## src/rtl/evctr_pkg.sv

```systemverilog
package evctr_pkg;

  // Counter control word, most significant field first.
  typedef struct packed {
    logic       en;      // bit 29
    logic       ie;      // bit 28
    logic       usr;     // bit 27
    logic       os;      // bit 26
    logic       inv;     // bit 25
    logic       edge_m;  // bit 24
    logic [7:0] thresh;  // bits 23:16
    logic [7:0] umask;   // bits 15:8
    logic [7:0] evsel;   // bits 7:0
  } ctrl_t;

  localparam int CTRL_W = $bits(ctrl_t);

  // Which counter an event code is tied to.
  typedef enum logic [1:0] {
    HOME_ANY = 2'd0,
    HOME_C0  = 2'd1,
    HOME_C1  = 2'd2
  } home_e;

  function automatic home_e home_of(input logic [7:0] code);
    case (code)
      8'h10, 8'h14, 8'hC1: home_of = HOME_C0;
      8'h11, 8'h12, 8'h13: home_of = HOME_C1;
      default:             home_of = HOME_ANY;
    endcase
  endfunction

endpackage

```

## src/rtl/evctr_place.sv

```systemverilog
module evctr_place
  import evctr_pkg::*;
#(
  parameter int IDX = 0
) (
  input  logic [7:0] code,
  output logic       place_ok
);

  home_e home;

  always_comb begin
    home     = home_of(code);
    place_ok = (home == HOME_ANY) ||
               ((home == HOME_C0) && (IDX == 0)) ||
               ((home == HOME_C1) && (IDX == 1));
  end

endmodule

```

## src/rtl/evctr_select.sv

```systemverilog
module evctr_select #(
  parameter int NUM_SRC = 16,
  parameter int SUB_W   = 8,
  parameter int SRC_W   = $clog2(NUM_SRC),
  parameter int CNT_W   = $clog2(SUB_W + 1)
) (
  input  logic [NUM_SRC*SUB_W-1:0] flags,
  input  logic [SRC_W-1:0]         sel,
  input  logic [SUB_W-1:0]         umask,
  output logic [CNT_W-1:0]         ev_cnt
);

  function automatic logic [CNT_W-1:0] ones_in(input logic [SUB_W-1:0] v);
    logic [CNT_W-1:0] acc;
    acc = '0;
    for (int k = 0; k < SUB_W; k++) acc = acc + CNT_W'(v[k]);
    return acc;
  endfunction

  logic [SUB_W-1:0] picked;

  always_comb begin
    picked = flags[sel*SUB_W +: SUB_W];
    ev_cnt = ones_in(picked & umask);
  end

endmodule

```

## src/rtl/evctr_qual.sv

```systemverilog
module evctr_qual #(
  parameter int CNT_W = 4
) (
  input  logic             clk,
  input  logic             rst_n,
  input  logic             en,
  input  logic             os,
  input  logic             usr,
  input  logic             inv,
  input  logic             edge_m,
  input  logic [7:0]       thresh,
  input  logic [1:0]       priv_lvl,
  input  logic [CNT_W-1:0] ev_cnt,
  output logic [CNT_W-1:0] inc
);

  // Threshold compare; a zero threshold means "any event at all".
  function automatic logic cmp_hit(input logic [7:0] ev, input logic [7:0] thr,
                                   input logic flip);
    if (thr == 8'd0) return ev != 8'd0;
    return flip ? (ev < thr) : (ev >= thr);
  endfunction

  // Ring filter; with neither enable set every ring counts.
  function automatic logic ring_ok(input logic s_en, input logic u_en,
                                   input logic [1:0] lvl);
    logic both_off;
    both_off = !s_en && !u_en;
    return (lvl == 2'd0) ? (s_en || both_off) : (u_en || both_off);
  endfunction

  logic       active;
  logic       cond;
  logic       cond_prev;
  logic       rise;
  logic [7:0] ev8;

  always_comb begin
    ev8    = 8'(ev_cnt);
    active = en && ring_ok(os, usr, priv_lvl);
    cond   = active && cmp_hit(ev8, thresh, inv);
    rise   = cond && !cond_prev;
    if (edge_m)              inc = CNT_W'(rise);
    else if (thresh != 8'd0) inc = CNT_W'(cond);
    else if (active)         inc = ev_cnt;
    else                     inc = '0;
  end

  always_ff @(posedge clk or negedge rst_n) begin
    if (!rst_n) cond_prev <= 1'b0;
    else        cond_prev <= cond;
  end

  assert_edge_once_R5: assert property (@(posedge clk) disable iff (!rst_n)
    (edge_m && cond_prev) |-> (inc == '0));

  assert_thresh_unit_R3: assert property (@(posedge clk) disable iff (!rst_n)
    (!edge_m && thresh != 8'd0 && !inv && 8'(ev_cnt) < thresh) |-> (inc == '0));

  assert_ring_block_R6: assert property (@(posedge clk) disable iff (!rst_n)
    (os && !usr && priv_lvl != 2'd0) |-> (inc == '0));

endmodule

```

## src/rtl/evctr_unit.sv

```systemverilog
module evctr_unit
  import evctr_pkg::*;
#(
  parameter int IDX     = 0,
  parameter int CTR_W   = 40,
  parameter int NUM_SRC = 16,
  parameter int SUB_W   = 8,
  parameter int SRC_W   = $clog2(NUM_SRC),
  parameter int CNT_W   = $clog2(SUB_W + 1)
) (
  input  logic                     clk,
  input  logic                     rst_n,
  input  logic [NUM_SRC*SUB_W-1:0] flags,
  input  logic [1:0]               priv_lvl,
  input  logic                     ctrl_we,
  input  logic                     cnt_we,
  input  logic [CTR_W-1:0]         wdata,
  input  logic                     ovf_clr,
  input  logic                     err_clr,
  output ctrl_t                    ctrl_q,
  output logic [CTR_W-1:0]         cnt_q,
  output logic                     ovf_q,
  output logic                     err_q
);

  ctrl_t            ctrl_new;
  logic             place_ok;
  logic [CNT_W-1:0] ev_cnt;
  logic [CNT_W-1:0] inc;
  logic [CTR_W:0]   sum;
  logic             wrap;
  logic             ovf_set;
  logic             err_set;

  assign ctrl_new = ctrl_t'(wdata[CTRL_W-1:0]);

  evctr_place #(.IDX(IDX)) u_place (
    .code     (ctrl_new.evsel),
    .place_ok (place_ok)
  );

  evctr_select #(.NUM_SRC(NUM_SRC), .SUB_W(SUB_W), .SRC_W(SRC_W), .CNT_W(CNT_W)) u_sel (
    .flags  (flags),
    .sel    (ctrl_q.evsel[SRC_W-1:0]),
    .umask  (ctrl_q.umask[SUB_W-1:0]),
    .ev_cnt (ev_cnt)
  );

  evctr_qual #(.CNT_W(CNT_W)) u_qual (
    .clk      (clk),
    .rst_n    (rst_n),
    .en       (ctrl_q.en),
    .os       (ctrl_q.os),
    .usr      (ctrl_q.usr),
    .inv      (ctrl_q.inv),
    .edge_m   (ctrl_q.edge_m),
    .thresh   (ctrl_q.thresh),
    .priv_lvl (priv_lvl),
    .ev_cnt   (ev_cnt),
    .inc      (inc)
  );

  always_comb begin
    sum     = {1'b0, cnt_q} + (CTR_W + 1)'(inc);
    wrap    = sum[CTR_W];
    ovf_set = wrap && ctrl_q.ie && !cnt_we;
    err_set = ctrl_we && !place_ok;
  end

  always_ff @(posedge clk or negedge rst_n) begin
    if (!rst_n) begin
      ctrl_q <= '0;
      cnt_q  <= '0;
      ovf_q  <= 1'b0;
      err_q  <= 1'b0;
    end else begin
      if (ctrl_we) begin
        ctrl_q    <= ctrl_new;
        ctrl_q.en <= ctrl_new.en && place_ok;
      end
      cnt_q <= cnt_we ? wdata : sum[CTR_W-1:0];
      ovf_q <= ovf_set || (ovf_q && !ovf_clr);
      err_q <= err_set || (err_q && !err_clr);
    end
  end

  assert_write_wins_R8: assert property (@(posedge clk) disable iff (!rst_n)
    cnt_we |=> (cnt_q == $past(wdata)));

  assert_bad_place_off_R7: assert property (@(posedge clk) disable iff (!rst_n)
    (ctrl_we && !place_ok) |=> (!ctrl_q.en && err_q));

  assert_ovf_sticky_R9: assert property (@(posedge clk) disable iff (!rst_n)
    (ovf_q && !ovf_clr) |=> ovf_q);

  assert_quiet_wrap_R10: assert property (@(posedge clk) disable iff (!rst_n)
    (!ctrl_q.ie && !ovf_q) |=> !ovf_q);

  assert_hold_off_R11: assert property (@(posedge clk) disable iff (!rst_n)
    (!ctrl_q.en && !cnt_we) |=> (cnt_q == $past(cnt_q)));

endmodule

```

## src/rtl/evctr_pair.sv

```systemverilog
module evctr_pair
  import evctr_pkg::*;
#(
  parameter int NUM_CTR = 2,
  parameter int CTR_W   = 40,
  parameter int NUM_SRC = 16,
  parameter int SUB_W   = 8,
  localparam int SRC_W  = $clog2(NUM_SRC),
  localparam int CNT_W  = $clog2(SUB_W + 1),
  localparam int ADDR_W = $clog2(2 * NUM_CTR + 1)
) (
  input  logic                     clk,
  input  logic                     rst_n,
  input  logic [1:0]               priv_lvl,
  input  logic [NUM_SRC*SUB_W-1:0] ev_flags,
  input  logic                     reg_we,
  input  logic [ADDR_W-1:0]        reg_addr,
  input  logic [CTR_W-1:0]         reg_wdata,
  output logic [CTR_W-1:0]         reg_rdata,
  output logic                     irq
);

  localparam logic [ADDR_W-1:0] STAT_ADDR = ADDR_W'(2 * NUM_CTR);

  ctrl_t                   ctrl_q [NUM_CTR];
  logic [CTR_W-1:0]        cnt_q  [NUM_CTR];
  logic [NUM_CTR-1:0]      ovf_vec;
  logic [NUM_CTR-1:0]      err_vec;
  logic                    stat_we;

  assign stat_we = reg_we && (reg_addr == STAT_ADDR);

  for (genvar i = 0; i < NUM_CTR; i++) begin : g_ctr
    logic ctrl_we_i;
    logic cnt_we_i;
    assign ctrl_we_i = reg_we && (reg_addr == ADDR_W'(i));
    assign cnt_we_i  = reg_we && (reg_addr == ADDR_W'(NUM_CTR + i));

    evctr_unit #(
      .IDX(i), .CTR_W(CTR_W), .NUM_SRC(NUM_SRC), .SUB_W(SUB_W),
      .SRC_W(SRC_W), .CNT_W(CNT_W)
    ) u_unit (
      .clk      (clk),
      .rst_n    (rst_n),
      .flags    (ev_flags),
      .priv_lvl (priv_lvl),
      .ctrl_we  (ctrl_we_i),
      .cnt_we   (cnt_we_i),
      .wdata    (reg_wdata),
      .ovf_clr  (stat_we && reg_wdata[i]),
      .err_clr  (stat_we && reg_wdata[NUM_CTR + i]),
      .ctrl_q   (ctrl_q[i]),
      .cnt_q    (cnt_q[i]),
      .ovf_q    (ovf_vec[i]),
      .err_q    (err_vec[i])
    );
  end

  always_comb begin
    reg_rdata = '0;
    for (int i = 0; i < NUM_CTR; i++) begin
      if (reg_addr == ADDR_W'(i))           reg_rdata = CTR_W'(ctrl_q[i]);
      if (reg_addr == ADDR_W'(NUM_CTR + i)) reg_rdata = cnt_q[i];
    end
    if (reg_addr == STAT_ADDR) reg_rdata = CTR_W'({err_vec, ovf_vec});
  end

  assign irq = |ovf_vec;

endmodule

```

## config.mk

```make
export PLATFORM = sky130hd
export DESIGN_NAME = evctr_pair
export DESIGN_NICKNAME = d
export VERILOG_FILES = /design/src/rtl/evctr_pkg.sv /design/src/rtl/evctr_place.sv /design/src/rtl/evctr_select.sv /design/src/rtl/evctr_qual.sv /design/src/rtl/evctr_unit.sv /design/src/rtl/evctr_pair.sv
export SDC_FILE = /design/constraint.sdc
export NUM_CORES = 1
export LEC_CHECK = 0
export BUFFER_PORTS_ARGS = -buffer_cell sky130_fd_sc_hd__buf_2
export CAP_MARGIN = 20
export CORE_MARGIN = 5
export CORE_UTILIZATION = 35
export DETAILED_ROUTE_END_ITERATION = 6
export GPL_TIMING_DRIVEN = 0
export MAX_ROUTING_LAYER = met4
export RECOVER_POWER = 50
export SLEW_MARGIN = 20
export SYNTH_ARGS = -nofsm -noshare
export SYNTH_HDL_FRONTEND = slang
export SYNTH_SLANG_ARGS = --single-unit
export TNS_END_PERCENT = 20
```

## constraint.sdc

```tcl
create_clock -name clk -period 18.8 [get_ports clk]
set_input_delay 1.88 -clock clk [delete_from_list [all_inputs] [get_ports clk]]
set_output_delay 1.88 -clock clk [all_outputs]
set_load 0.03 [all_outputs]
```

==> results of run 1 <==
-- worst register-to-register path, delay by kind of cell (launching register included) --
family,cells,cell delay [ns]
AO/OA/AOI/OAI,5,0.76
adder cells (fa/ha/maj),8,3.32
buffers and inverters,5,1.67
flip-flops,1,0.32
multiplexers,2,0.91
AND/OR/NAND/NOR,6,1.74
-- how the worst max path moves through the flow --
stage | endpoint | slack, ns
finish | g_ctr[1].u_unit.cnt_q[38]$_DFF_PN0_ | 9.67
CTS | g_ctr[1].u_unit.cnt_q[38]$_DFF_PN0_ | 9.73
global route | g_ctr[1].u_unit.cnt_q[17]$_DFF_PN0_ | 9.00
detailed placement | g_ctr[1].u_unit.cnt_q[38]$_DFF_PN0_ | 9.32
floorplan | g_ctr[1].u_unit.cnt_q[38]$_DFF_PN0_ | 10.70
global placement | g_ctr[1].u_unit.cnt_q[38]$_DFF_PN0_ | 9.39
-- cells by family after synthesis --
group	share of synthesized area
fa+ha+maj	0.0426
xor+xnor	0.0510
compound gates	0.0885
simple gates	0.167
mux	0.284
buf+inv	0.0397
flops	0.327
-- routing by layer --
metal / share of wire / up-vias / track usage
li1: - / 4331 / -
met5: 0 / - / -
met1: 0.41 / 4835 / 0.299
met4: 0.025 / 0 / 0.0619
met3: 0.076 / 63 / 0.0426
met2: 0.49 / 511 / 0.396
-- flip-flops by register name, summed over array words and instances (netlist names) --
name	count
g_ctr.u_unit.cnt_q	80
g_ctr.u_unit.ctrl_q	60
g_ctr.u_unit.err_q	2
g_ctr.u_unit.ovf_q	2
g_ctr.u_unit.u_qual.cond_prev	2
-- cell type report --
| class | count | share of cell area |
|---|---|---|
| clock inverter | 9 | 0.0135 |
| buffer | 70 | 0.0227 |
| tap | 402 | 0.0376 |
| antenna | 3 | 0.000561 |
| clock buffer | 21 | 0.0344 |
| sequential | 146 | 0.273 |
| timing repair buffer | 215 | 0.0803 |
| inverter | 36 | 0.0101 |
| multi-input combinational | 783 | 0.528 |
-- stage by stage --
step	utilization	std cells	total power (µW)	setup WS, ns
2_1_floorplan	-	1035	887	10.70
3_3_place_gp	0.403	1650	1060	9.39
3_5_place_dp	0.405	1652	1080	9.32
4_1_cts	0.425	1682	1470	9.73
5_1_grt	0.424	1685	1560	9.00
6_report	0.424	1685	1470	9.67
-- power by group --
group          total (µW)  switching [µW]  internal [µW]
Combinational         621             319            302
Sequential            464            79.0            385
Clock                 383             141            242
-- cell usage in the layout (no fill, tap or decap), types with 9 or more instances in the layout --
cell,netlist,layout
ha_1,22,22
xor2_1,26,26
a21o_1,9,9
clkbuf_16,0,17
a31oi_1,9,9
nand4_1,19,19
inv_1,36,36
nor2_1,44,44
mux4_2,109,109
nor2b_1,32,32
fa_1,10,10
clkbuf_1,39,47
dfrtp_1,146,146
buf_2,24,232
nand2_1,122,122
o21ai_0,78,78
mux2_2,52,52
mux2i_1,10,10
a21oi_1,19,19
nor3_1,12,12
nor4_1,16,16
and3_1,16,16
nand3_1,36,36
xnor2_1,39,39
and2_1,17,16
==> run metrics, run 1 <==
Req. time, crit path=19.16 ns; status=finished, violations left; CP delay by family, top=adder cells; TritonCTS Buffers=17; Initial Utilization=0.354; failing checks=max-capacitance violations, max-slew violations; Max VDD drop=0.0601 mV; Slew @ Worst Pin=4.21 ns; Hold Vio Cnt, Final=0; Root Driver=clkbuf_16; P&R area growth vs syn=19.9%; RSZ-0062 raised after global routing=no; reg2reg path depth=26; die height=189 µm; syn_nets=1243; vias=9740; initial antenna violation count=5; Worst Setup SP=ev_flags[121]; Sink Count=146; post-synthesis cell count=1035; largest net degree at the start of global routing=78; Worst Path Buf+Inv=4; critical path depth=25; FILL cells=3136; H-tree depth=4; DR DRC count=0; Worst Skew=0.0126 ns; DR WL/cell=24.2 µm; Static Leak=0.00551 µW; final setup fails=0; f_max=0.110 GHz; worst r2r dst=g_ctr[1].u_unit.cnt_q[38]$_DFF_PN0_; design area=0.0134 mm²; GRT Residual Overflow=0; top cells by area, synth=dfrtp_1, mux4_2, mux2_2; crit start category=input pin; full die area=0.0356 mm²; post-CTS sizing=0; first-pass GRT wire length=62.4 mm; Mapped Area=0.0112 mm²; Syn Area/Cell=10.8 µm²; Yosys cell types=63; Critical Path AT=9.48 ns; worst hold stages=1; Clock Latency Late Sink=0.43 ns; count of input and output buffers=213; min Tclk post-route=9.13 ns; Area after DPL=0.0128 mm²; clock slew at reported path FFs=0.07 ns; Hold Path Class=flop to flop; crit path max-delay cell type=clkbuf_1; Hold EP=g_ctr[1].u_unit.ctrl_q[6]$_DFFE_PN0P_; Slew HR=-1.81; Final nets=1477; flop-to-flop setup slack=10.01 ns; critical path class=input pin to flop; reg-to-reg startpoint=g_ctr[1].u_unit.ctrl_q[1]$_DFFE_PN0P_; DP HPWL=32.2 mm; IO Pins=217; cell accounting for the most synthesized area=dfrtp_1; Post-synth EDFFs=0; setup TNS=0 ns; DRT Pass-1 Iters=6; prevailing post-synth register cell=dfrtp_1; Die W=189 µm; total global-route track usage=0.236; CTS tree=built; top-count cell post-synth=dfrtp_1; Async SR Flop Fraction=1.00; Routed WL=40.8 mm; layout cells sized above 1=0.351; crit-path max FO=8; buffers inserted by post-CTS timing repair=0; total area of sequential cells=0.00365 mm²; Core Footprint=0.0316 mm²; max incr delay on CP=0.60 ns; most frequent cell on the critical path=fa_1; Max Root-Sink Buffers=2; Cell Pwr Density=110 mW/mm²; DRT iter0 DRCs=702; Yosys top cell area share=0.327; register area share after synthesis=0.327; beginning of the worst hold path=g_ctr[1].u_unit.ctrl_q[6]$_DFFE_PN0P_; hold_buf cts=0; area used by multi-input combinational logic=0.00707 mm²; Max Cap Viol=2; Tcrit/Tclk final=0.486; FF+latch count, synth=146; final hold slack=0.501 ns; YS warnings=0; CP Capture Type=flop; Commonest cells post-synth=dfrtp_1, nand2_1, mux4_2; post-route ant nets=0; Placer Congestion=0.900; # rows=65; Slew Limit Fails=149; vias in the first global route=10200; Via density=5.78
Note: power is estimated with default switching activity, not from simulation.
==> run 2, diff against run 1 <==
==> constraint.sdc (replaced) <==
create_clock -name clk -period 8.9 [get_ports clk]
set_input_delay 0.89 -clock clk [delete_from_list [all_inputs] [get_ports clk]]
set_output_delay 0.89 -clock clk [all_outputs]
set_load 0.03 [all_outputs]
==> run metrics, run 2 (synthesized netlist as in run 1, its figures left out) <==
leading cell type in the layout, fill and taps excluded=buf_2; Max Root-Sink Buffers=2; crit-path max FO=10; Placer Congestion=0.900; final hold slack=0.499 ns; buffers inserted by post-CTS timing repair=0; setup TNS=0 ns; Worst Setup SP=g_ctr[1].u_unit.ctrl_q[1]$_DFFE_PN0P_; initial antenna violation count=5; TritonCTS Buffers=17; Routed WL=40.7 mm; reg2reg path depth=25; Net Sw Frac=0.367; H-tree depth=4; P_int=1960 µW; clock slew at reported path FFs=0.07 ns; Hold Vio Cnt, Final=0; most frequent cells in the layout=buf_2, dfrtp_1, nand2_1; min Tclk post-route=8.48 ns; Critical Path End=g_ctr[1].u_unit.cnt_q[38]$_DFF_PN0_; DRT iter0 DRCs=706; vias in the first global route=10200; largest net degree at the start of global routing=78; Final nets=1476; Reg with most FFs=g_ctr.u_unit.cnt_q; Die W=189 µm; Design Power=3100 µW; DRT Pass-1 Iters=5; CP Capture Type=flop; f_max=0.118 GHz; status=finished, violations left; full die area=0.0356 mm²; critical path class=flop to flop; Core Footprint=0.0316 mm²; layout cells sized above 1=0.352; Layout Cells excl Fill=1684; reg-to-reg startpoint=g_ctr[1].u_unit.ctrl_q[1]$_DFFE_PN0P_; first-pass GRT wire length=62.4 mm; Max Cap Viol=2; sw power=1140 µW; Req. time, crit path=9.26 ns; DP HPWL=32.2 mm; total global-route track usage=0.236; placed cells=1652; vias=9769; DR DRC count=0; crit start category=flop; Clock Power Share=0.261; Tcrit/Tclk final=0.953; # rows=65; combinational share of power=0.422; Slew HR=-1.83; beginning of the worst hold path=g_ctr[1].u_unit.ctrl_q[6]$_DFFE_PN0P_; hold_buf cts=0; Critical Path AT=8.84 ns; Worst Skew=0.0128 ns; GRT Residual Overflow=0; IO Pins=217; P&R area growth vs syn=19.9%; Cell Pwr Density=232 mW/mm²; final setup fails=0; Max VDD drop=0.128 mV; Static Leak=0.00551 µW; max reg flops=80; failing checks=max-capacitance violations, max-slew violations; Clock Latency Late Sink=0.43 ns; Via density=5.80; die height=189 µm; flop-to-flop setup slack=0.42 ns; Flop pwr share=0.316; count of input and output buffers=213; Top Registers=g_ctr.u_unit.cnt_q x80, g_ctr.u_unit.ctrl_q x60; post-CTS sizing=0; post-route ant nets=0; Slew Limit Fails=149; Slew @ Worst Pin=4.24 ns; Root Driver=clkbuf_16; DR WL/cell=24.2 µm; Initial Utilization=0.354; Hold Path Class=flop to flop; RSZ-0062 raised after global routing=no; worst r2r dst=g_ctr[1].u_unit.cnt_q[38]$_DFF_PN0_; Sink Count=146; CTS tree=built
-- run 2: final cells by class --
type                       instances  area [µm²]
sequential                       146        3650
multi-input combinational        783        7070
tap                              402         503
fill                            3137       18200
inverter                          36         135
clock buffer                      21         460
clock inverter                     9         180
antenna                            3        7.51
timing repair buffer             215        1070
buffer                            69         302
-- run 2: worst min path at each step --
stage                                                  endpoint  slack, ns  cells after the start
after floorplan                 g_ctr[1].u_unit.ovf_q$_DFF_PN0_       0.46                      2
after global placement    g_ctr[0].u_unit.ctrl_q[6]$_DFFE_PN0P_       0.48                      1
after detailed placement  g_ctr[1].u_unit.ctrl_q[6]$_DFFE_PN0P_       0.49                      1
after CTS                   g_ctr[1].u_unit.cnt_q[38]$_DFF_PN0_       0.45                      1
after global routing      g_ctr[1].u_unit.ctrl_q[6]$_DFFE_PN0P_       0.53                      1
final                     g_ctr[1].u_unit.ctrl_q[6]$_DFFE_PN0P_       0.50                      1
-- run 2: through the flow --
stage	cell area [µm²]	utilization	setup slack, ns
detailed placement	12800	0.405	0.234
floorplan	11200	-	1.79
finish	13400	0.424	0.416
global placement	12700	0.403	0.350
global route	13400	0.424	0.0834
CTS	13400	0.425	0.194
-- run 2: critical path, stage by stage, from the launching register on --
cell	delay [ns]
dfrtp_1	0.32
clkbuf_1	0.35
clkbuf_1	0.52
mux4_2	0.41
mux4_2	0.48
nand2_1	0.11
fa_1	0.48
fa_1	0.56
inv_1	0.05
fa_1	0.48
ha_1	0.25
fa_1	0.58
ha_1	0.27
nor2b_1	0.14
o211ai_1	0.21
a21o_1	0.15
a21oi_1	0.08
nor4_1	0.39
ha_1	0.28
inv_1	0.07
fa_1	0.40
nor2b_1	0.25
o21a_1	0.60
nand4_1	0.40
or3_1	0.40
a31oi_1	0.16
-- run 2: power by group through the flow --
| stage | sequential, µW | clock [µW] | combinational (µW) |
|---|---|---|---|
| after floorplan | 921 | 0 | 952 |
| after global placement | 981 | 0 | 1260 |
| after detailed placement | 985 | 0 | 1300 |
| after CTS | 975 | 816 | 1310 |
| after global routing | 1000 | 846 | 1450 |
| final | 980 | 810 | 1310 |
-- run 2: per-layer routing --
metal	track usage	share of wire	up-vias
met5	-	0	-
met4	0.0619	0.024	0
met3	0.0426	0.073	63
met2	0.396	0.49	484
met1	0.299	0.41	4895
li1	-	-	4327
